===== src/rtl/tkt_fair_lock_pkg.sv =====
package tkt_fair_lock_pkg;

   // Per-requester slot state
   typedef enum logic {
      SLOT_IDLE = 1'b0,
      SLOT_HOLD = 1'b1
   } slot_st_e;

endpackage


===== src/rtl/tkt_dispenser.sv =====
// Next-ticket counter with same-cycle prefix allocation (fetch-and-add).
module tkt_dispenser #(
   parameter int N_REQ = 4,
   parameter int TW    = 3
) (
   input  logic                  clk,
   input  logic                  rst_n,
   input  logic [N_REQ-1:0]      take_i,
   output logic [N_REQ*TW-1:0]   offer_o
);

   logic [TW-1:0] next_q;
   logic [TW-1:0] run;

   always_comb begin
      run     = '0;
      offer_o = '0;
      for (int i = 0; i < N_REQ; i++) begin
         offer_o[i*TW +: TW] = next_q + run;
         run = run + TW'(take_i[i]);
      end
   end

   always_ff @(posedge clk) begin
      if (!rst_n) next_q <= '0;
      else        next_q <= next_q + run;
   end

endmodule


===== src/rtl/tkt_server.sv =====
// Now-serving counter: advances on a release by the current holder.
module tkt_server #(
   parameter int N_REQ = 4,
   parameter int TW    = 3
) (
   input  logic              clk,
   input  logic              rst_n,
   input  logic [N_REQ-1:0]  drop_i,
   output logic [TW-1:0]     serve_o
);

   logic step;
   assign step = |drop_i;

   always_ff @(posedge clk) begin
      if (!rst_n)    serve_o <= '0;
      else if (step) serve_o <= serve_o + TW'(1);
   end

endmodule


===== src/rtl/tkt_slot.sv =====
// One requester's ticket register and grant compare.
module tkt_slot
   import tkt_fair_lock_pkg::*;
#(
   parameter int TW = 3
) (
   input  logic          clk,
   input  logic          rst_n,
   input  logic          acq_i,
   input  logic          rel_i,
   input  logic [TW-1:0] offer_i,
   input  logic [TW-1:0] serve_i,
   output logic          take_o,
   output logic          drop_o,
   output logic          grant_o,
   output logic [TW-1:0] ticket_o
);

   slot_st_e      st_q;
   logic [TW-1:0] tkt_q;

   assign take_o   = acq_i && (st_q == SLOT_IDLE);
   assign grant_o  = (st_q == SLOT_HOLD) && (tkt_q == serve_i);
   assign drop_o   = grant_o && rel_i;
   assign ticket_o = (st_q == SLOT_HOLD) ? tkt_q : '0;

   always_ff @(posedge clk) begin
      if (!rst_n) begin
         st_q  <= SLOT_IDLE;
         tkt_q <= '0;
      end else if (take_o) begin
         st_q  <= SLOT_HOLD;
         tkt_q <= offer_i;
      end else if (drop_o) begin
         st_q  <= SLOT_IDLE;
      end
   end

endmodule


===== src/rtl/tkt_fair_lock.sv =====
module tkt_fair_lock #(
   parameter int N_REQ = 4,
   parameter int TW    = 3
) (
   input  logic                clk,
   input  logic                rst_n,
   input  logic [N_REQ-1:0]    acq_i,
   input  logic [N_REQ-1:0]    rel_i,
   output logic [N_REQ-1:0]    grant_o,
   output logic [N_REQ*TW-1:0] ticket_o,
   output logic [TW-1:0]       serve_o
);

   localparam int TKT_SPACE = 1 << TW;

   generate
      if (N_REQ < 1)         begin : g_bad_n  $error("N_REQ must be at least 1"); end
      if (TW < 1 || TW > 16) begin : g_bad_tw $error("TW out of range");        end
      if (TKT_SPACE < N_REQ) begin : g_bad_sp $error("2**TW must cover N_REQ"); end
   endgenerate

   logic [N_REQ-1:0]    take;
   logic [N_REQ-1:0]    drop;
   logic [N_REQ*TW-1:0] offer;

   tkt_dispenser #(.N_REQ(N_REQ), .TW(TW)) u_disp (
      .clk     (clk),
      .rst_n   (rst_n),
      .take_i  (take),
      .offer_o (offer)
   );

   tkt_server #(.N_REQ(N_REQ), .TW(TW)) u_serve (
      .clk     (clk),
      .rst_n   (rst_n),
      .drop_i  (drop),
      .serve_o (serve_o)
   );

   generate
      for (genvar g = 0; g < N_REQ; g++) begin : g_slot
         tkt_slot #(.TW(TW)) u_slot (
            .clk      (clk),
            .rst_n    (rst_n),
            .acq_i    (acq_i[g]),
            .rel_i    (rel_i[g]),
            .offer_i  (offer[g*TW +: TW]),
            .serve_i  (serve_o),
            .take_o   (take[g]),
            .drop_o   (drop[g]),
            .grant_o  (grant_o[g]),
            .ticket_o (ticket_o[g*TW +: TW])
         );
      end
   endgenerate

endmodule


===== config.mk =====
export PLATFORM = sky130hd
export DESIGN_NAME = tkt_fair_lock
export DESIGN_NICKNAME = d
export VERILOG_FILES = /design/src/rtl/tkt_fair_lock_pkg.sv /design/src/rtl/tkt_dispenser.sv /design/src/rtl/tkt_server.sv /design/src/rtl/tkt_slot.sv /design/src/rtl/tkt_fair_lock.sv
export SDC_FILE = /design/constraint.sdc
export NUM_CORES = 1
export LEC_CHECK = 0
export BUFFER_PORTS_ARGS = -buffer_cell sky130_fd_sc_hd__clkbuf_2
export CORE_ASPECT_RATIO = 1.5
export CORE_UTILIZATION = 30
export CTS_CLUSTER_DIAMETER = 200
export CTS_CLUSTER_SIZE = 12
export DETAILED_ROUTE_END_ITERATION = 12
export PLACE_DENSITY = 0.55
export SYNTH_ARGS = -nofsm -noshare
export SYNTH_HDL_FRONTEND = slang
export SYNTH_HIERARCHICAL = 1
export SYNTH_SLANG_ARGS = --single-unit

===== constraint.sdc =====
create_clock -name clk -period 3.8 [get_ports clk]
set_input_delay 0.19 -clock clk [delete_from_list [all_inputs] [get_ports clk]]
set_output_delay 0.19 -clock clk [all_outputs]
set_load 0.05 [all_outputs]

After elaboration in Yosys (flattened, before gate mapping)
Cells that the tools add are included.
{"block": "word_totals", "regBits": 22, "latchBits": 0, "ram_bits": 0, "rom_bits": 0, "output_inout_bits": 19, "wordCells": 55, "n_memories": 0}
{"block": "op_classes", "n_addsub": 8, "multipliers": 0, "n_div": 0, "magnitude_cmp": 0, "eq_ne": 4, "shifts": 0, "mux": 12, "bitwise": 4, "reduce_logical": 17}
{"operator": "3-bit equality test", "count": 4}
{"operator": "1-bit logical AND", "count": 12}
{"operator": "3-bit 2-to-1 mux", "count": 4}
{"operator": "3-bit by 1-bit adder with 3-bit output", "count": 3}
{"operator": "3-bit adder", "count": 3}
{"operator": "1-bit 2-to-1 mux", "count": 8}
{"operator": "2-bit nonzero test", "count": 4}
{"operator": "1-bit NOT", "count": 4}
{"operator": "4-bit OR reduction", "count": 1}
{"operator": "3-bit by 1-bit adder with 3-bit output (second input constant)", "count": 1}
{"operator": "1-bit by 1-bit adder with 2-bit output", "count": 1}

Logic depth before layout (Yosys ltp)
{"block": "depth", "word_depth": 6, "mapped_depth": 9, "depth_no_buf": 8}

Cells and area by module
The synthesis kept the hierarchy.
{"module": "tkt_slot", "n_inst": 4, "cells_each": 24, "area_per_inst_um2": 222.7, "seq_area_each_um2": 80.1}
{"module": "tkt_dispenser", "n_inst": 1, "cells_each": 29, "area_per_inst_um2": 341.6, "seq_area_each_um2": 60.1}
{"module": "tkt_server", "n_inst": 1, "cells_each": 12, "area_per_inst_um2": 156.4, "seq_area_each_um2": 60.1}

Least setup slack after synthesis
OpenSTA, ideal clock, no wires.
{"block": "synth_timing", "kind": "register to output", "start": "register u_serve.serve_o[0]", "end": "output port grant_o[0]", "t_arrival_ps": 2081, "setup_slack_ps": 1529, "stages_incl_launch_ff": 4, "n_path_buf": 0, "cell_sequence": "dfxtp_1 -> xnor2_1 -> nand2_1 -> nor3_1"}
{"block": "synth_between", "elab_chain_cells": 2}
{"element": "start, declared", "line": "tkt_server.sv:9", "text": "output logic [TW-1:0] serve_o"}
{"element": "start signal, assigned", "line": "tkt_server.sv:17", "text": "else if (step) serve_o <= serve_o + TW'(1);"}
{"element": "3-bit equality test", "line": "tkt_slot.sv:23", "text": "assign grant_o = (st_q == SLOT_HOLD) && (tkt_q == serve_i);"}
{"element": "1-bit logical AND", "line": "tkt_slot.sv:23"}
{"element": "end, declared", "line": "tkt_fair_lock.sv:9", "text": "output logic [N_REQ-1:0] grant_o,"}
No other way between the ends.

Worst setup path after layout
{"block": "layout_timing", "start": "register g_slot[0].u_slot.st_q", "end": "register u_disp.next_q[1]"}
{"block": "layout_between", "elab_chain_cells": 6}
{"element": "start, declared", "line": "tkt_slot.sv:19", "text": "slot_st_e st_q;"}
{"element": "start signal, assigned", "line": "tkt_slot.sv:29", "text": "st_q <= SLOT_IDLE;"}
{"element": "start signal, assigned", "line": "tkt_slot.sv:32", "text": "st_q <= SLOT_HOLD;"}
{"element": "start signal, assigned", "line": "tkt_slot.sv:35", "text": "st_q <= SLOT_IDLE;"}
{"element": "1-bit NOT", "line": "tkt_slot.sv:22", "text": "assign take_o = acq_i && (st_q == SLOT_IDLE);"}
{"element": "1-bit logical AND", "line": "tkt_slot.sv:22"}
{"element": "net take[0]", "line": "tkt_fair_lock.sv:22", "text": "logic [N_REQ-1:0] take;"}
{"element": "1-bit by 1-bit adder with 2-bit output", "line": "tkt_dispenser.sv:20", "text": "run = run + TW'(take_i[i]);"}
{"element": "3-bit by 1-bit adder with 3-bit output (2 in a row)", "line": "tkt_dispenser.sv:20"}
{"element": "3-bit adder", "line": "tkt_dispenser.sv:26", "text": "else next_q <= next_q + run;"}
{"element": "end signal, assigned", "line": "tkt_dispenser.sv:26"}
{"element": "end, declared", "line": "tkt_dispenser.sv:12", "text": "logic [TW-1:0] next_q;"}
The timed path passes the listed nets, and every way through them passes these cells.
A chain may end at the register's enable or synchronous reset.

==> reports/metrics.json <==
{
  "power.share.sequential": {"value": 34.7, "unit": "%"},
  "post_synth_main_area_contributors": {"value": "sky130_fd_sc_hd__dfxtp_1, sky130_fd_sc_hd__mux2i_1, sky130_fd_sc_hd__nor2b_1"},
  "switching_power_share_of_the_total": {"value": 41.9, "unit": "%"},
  "synth-seq-cells": {"value": 22},
  "initial_cell_density_of_the_core": {"value": 31.1, "unit": "%"},
  "timing.setup.tns": {"value": 0, "unit": "ns"},
  "crit_fanout": {"value": 7},
  "cp-end-kind": {"value": "flip-flop"},
  "clock-root-buffer": {"value": "sky130_fd_sc_hd__clkbuf_8"},
  "crit-reg2reg-launch": {"value": "g_slot[0].u_slot/st_q"},
  "post_cts_resize_count": {"value": 0},
  "layout-drive-gt1-share": {"value": 26.1, "unit": "%"},
  "filler_cell_count": {"value": 461},
  "p_per_area": {"value": 646, "unit": "nW/um^2"},
  "layout.cells.most_common": {"value": "sky130_fd_sc_hd__clkbuf_2"},
  "power": {"value": 1.06, "unit": "mW"},
  "antenna-diode-count": {"value": 0},
  "post-dp-hpwl": {"value": 2.22, "unit": "mm"},
  "hp-start": {"value": "acq_i[2]"},
  "ctsLongestPathBuffers": {"value": 2},
  "failing_checks": {"value": "DRC"},
  "post-route-drc-count": {"value": 3},
  "die_span_y": {"value": 85.3, "unit": "um"},
  "power_frac_clock": {"value": 20.4, "unit": "%"},
  "top_cell_type_s_share_of_synthesized_area": {"value": 31.7, "unit": "%"},
  "drv_cap": {"value": 0},
  "crit_type": {"value": "flip-flop to flip-flop"},
  "synthCells": {"value": 137},
  "timing.hold.worst_endpoint": {"value": "g_slot[2].u_slot/st_q"},
  "die_width": {"value": 57.6, "unit": "um"},
  "leading_cell_types_in_the_layout_fill_and_taps_excluded": {"value": "sky130_fd_sc_hd__clkbuf_2, sky130_fd_sc_hd__dfxtp_1, sky130_fd_sc_hd__nor2b_1"},
  "report.final.slew_viol_count": {"value": 0},
  "routed_wire_length_per_instance": {"value": 13.1, "unit": "um"},
  "finish.net_count": {"value": 189},
  "rsz0062_at_grt": {"value": "false"},
  "grt_pass1_wl": {"value": 4.49, "unit": "mm"},
  "hp-class": {"value": "input port to flip-flop"},
  "finalCritPeriodShare": {"value": 64.1, "unit": "%"},
  "setup.worst_path.start_class": {"value": "flip-flop"},
  "yosys.cell_types.count": {"value": 20},
  "first_global_vias": {"value": 1037},
  "firstDrtPassIters": {"value": 11},
  "number_of_buffers_added_on_ports": {"value": 28},
  "cts_made_buffers": {"value": 3},
  "area_of_the_die": {"value": 4910, "unit": "um^2"},
  "clk-insertion-delay-late": {"value": 0.26, "unit": "ns"},
  "cts.sink_count": {"value": 22},
  "syn_nets": {"value": 160},
  "gpl.final_weighted_congestion": {"value": 0.734},
  "design.portCount": {"value": 29},
  "grt_remaining_overflow": {"value": 0},
  "critical_path.reg2reg.endpoint": {"value": "u_disp/next_q[1]"},
  "total_via_count_in_the_routed_design": {"value": 993},
  "initialDrtViolationCount": {"value": 42},
  "core_box_area": {"value": 4470, "unit": "um^2"},
  "clock-skew-final": {"value": 0.00169, "unit": "ns"},
  "worst_margin_slew": {"value": 0.617, "unit": "ns"},
  "ys_warn_count": {"value": 6},
  "grt_start_max_net_pins": {"value": 24},
  "cellLeakagePower": {"value": 0.785, "unit": "nW"},
  "cts_setup_buffers": {"value": 0},
  "critPathArrivalTime": {"value": 2.63, "unit": "ns"},
  "global_route.usage.total": {"value": 11.9, "unit": "%"},
  "final_hold_viol_count": {"value": 0},
  "synth_top_cell_by_area": {"value": "sky130_fd_sc_hd__dfxtp_1"},
  "clk_pin_slew": {"value": 0.08, "unit": "ns"},
  "antenna_found_initial": {"value": 0},
  "row_count": {"value": 30},
  "detail_route.wirelength": {"value": 2.79, "unit": "mm"},
  "run_status": {"value": "finished, violations left"},
  "clock_tree_from_tritoncts": {"value": "yes"},
  "synthesis.area_per_instance": {"value": 10.1, "unit": "um^2"},
  "worst-r2r-setup-slack": {"value": 1.37, "unit": "ns"},
  "maxClockFrequency": {"value": 411, "unit": "MHz"},
  "avgViaCountPerCell": {"value": 4.66},
  "area_growth_syn_to_layout": {"value": 18.1, "unit": "%"},
  "proportion_of_synthesized_chip_area_in_sequential_cells": {"value": 31.7, "unit": "%"},
  "vdd.ir_drop.worst": {"value": 204, "unit": "uV"},
  "max_slew_margin": {"value": 58.8, "unit": "%"},
  "r2r_cells": {"value": 6},
  "timing.critical_path.required": {"value": 4.00, "unit": "ns"},
  "holdPathStages": {"value": 3},
  "syn-cell-area": {"value": 1390, "unit": "um^2"},
  "htreeDepth": {"value": 1},
  "internal_power": {"value": 616, "unit": "uW"},
  "holdBufCountCts": {"value": 0},
  "combinationalPowerShare": {"value": 44.8, "unit": "%"},
  "period_needed": {"value": 2.43, "unit": "ns"},
  "ant_nets": {"value": 0},
  "timing.final.setup_violations": {"value": 0},
  "switchingPower": {"value": 444, "unit": "uW"}
}
==> worst max-delay path, stage by stage, from the launching register on <==
cell and delay (ns):
sky130_fd_sc_hd__dfxtp_1 0.36, sky130_fd_sc_hd__nor2b_1 0.51, sky130_fd_sc_hd__fa_1 0.54, sky130_fd_sc_hd__fa_1 0.37
sky130_fd_sc_hd__inv_1 0.07, sky130_fd_sc_hd__fa_1 0.40, sky130_fd_sc_hd__nor2b_1 0.12
==> how the worst max path moves through the flow <==
stage,slack (ns),cells past startpoint,to,startpoint
detailed placement,1.38,6,u_disp/next_q[1],g_slot[0].u_slot/st_q
finish,1.37,6,u_disp/next_q[1],g_slot[0].u_slot/st_q
global route,1.23,6,u_disp/next_q[1],g_slot[0].u_slot/st_q
floorplan,1.53,3,grant_o[0],u_serve/serve_o[0]
CTS,1.34,6,u_disp/next_q[1],g_slot[0].u_slot/st_q
global placement,1.45,6,u_disp/next_q[1],g_slot[0].u_slot/st_q
==> registers in the layout (all words and copies together) (netlist names) <==
| register | count |
|---|---|
| g_slot.u_slot/tkt_q | 12 |
| g_slot.u_slot/st_q | 4 |
| u_serve/serve_o | 3 |
| u_disp/next_q | 3 |
==> synthesized netlist by cell type (all sizes together) <==
| master | instances |
|---|---|
| and2 | 15 |
| buf | 4 |
| dfxtp | 22 |
| fa | 5 |
| ha | 8 |
| inv | 5 |
| mux2i | 14 |
| nand2 | 9 |
| nand2b | 1 |
| nor2 | 4 |
| nor2b | 18 |
| nor3 | 4 |
| nor4 | 1 |
| nor4b | 4 |
| o21ai | 4 |
| o41ai | 1 |
| xnor2 | 7 |
| xor2 | 11 |
==> area by class of cell <==
| class | count | area, um^2 | area share, % |
|---|---|---|---|
| inverter | 5 | 18.8 | 1.14 |
| tap | 48 | 60.1 | 3.66 |
| timing repair buffer | 28 | 140 | 8.54 |
| sequential | 22 | 440 | 26.8 |
| clock buffer | 3 | 41.3 | 2.52 |
| clock inverter | 1 | 30.0 | 1.83 |
| multi-input combinational | 106 | 910 | 55.5 |
==> power by group through the flow <==
stage          clock (mW)  combinational (mW)  sequential [mW]
2_1_floorplan           0               0.370            0.373
3_3_place_gp            0               0.465            0.373
3_5_place_dp            0               0.480            0.375
4_1_cts             0.222               0.483            0.370
5_1_grt             0.232               0.527            0.379
6_report            0.217               0.475            0.368
==> per-stage QoR <==
stage	worst slack (ns)	std cells	util, %	hold slack (ns)	instance area [um^2]
detailed placement	1.38	209	35.1	0.463	1570
global placement	1.45	209	35.1	0.445	1570
floorplan	1.53	137	-	0.312	1390
CTS	1.34	213	36.7	0.189	1640
finish	1.37	213	36.7	0.196	1640
global route	1.23	213	36.7	0.196	1640
==> per-layer routing <==
metal | track usage, % | vias up | wire, um
li1 | - | 508 | -
met1 | 13.5 | 459 | 1220
met2 | 21.6 | 22 | 1440
met3 | 1.52 | 4 | 84
met4 | 5.54 | 0 | 44
met5 | 0 | - | 0
==> cells by family (layout without fill, tap and decap cells) <==
family                     count (synthesis)  after routing  share of synthesized area [%]
AOI/OAI and AO/OA                          5              5                           2.61
and+or+nand+nor                           56             56                           26.5
DFF                                       22             22                           31.7
xor gates and xnor gates                  18             18                           11.9
muxes                                     14             14                           10.1
buffers and inverters                      9             37                           2.79
adders and majority gates                 13             13                           14.4
Power figures use the tool's default switching activity.
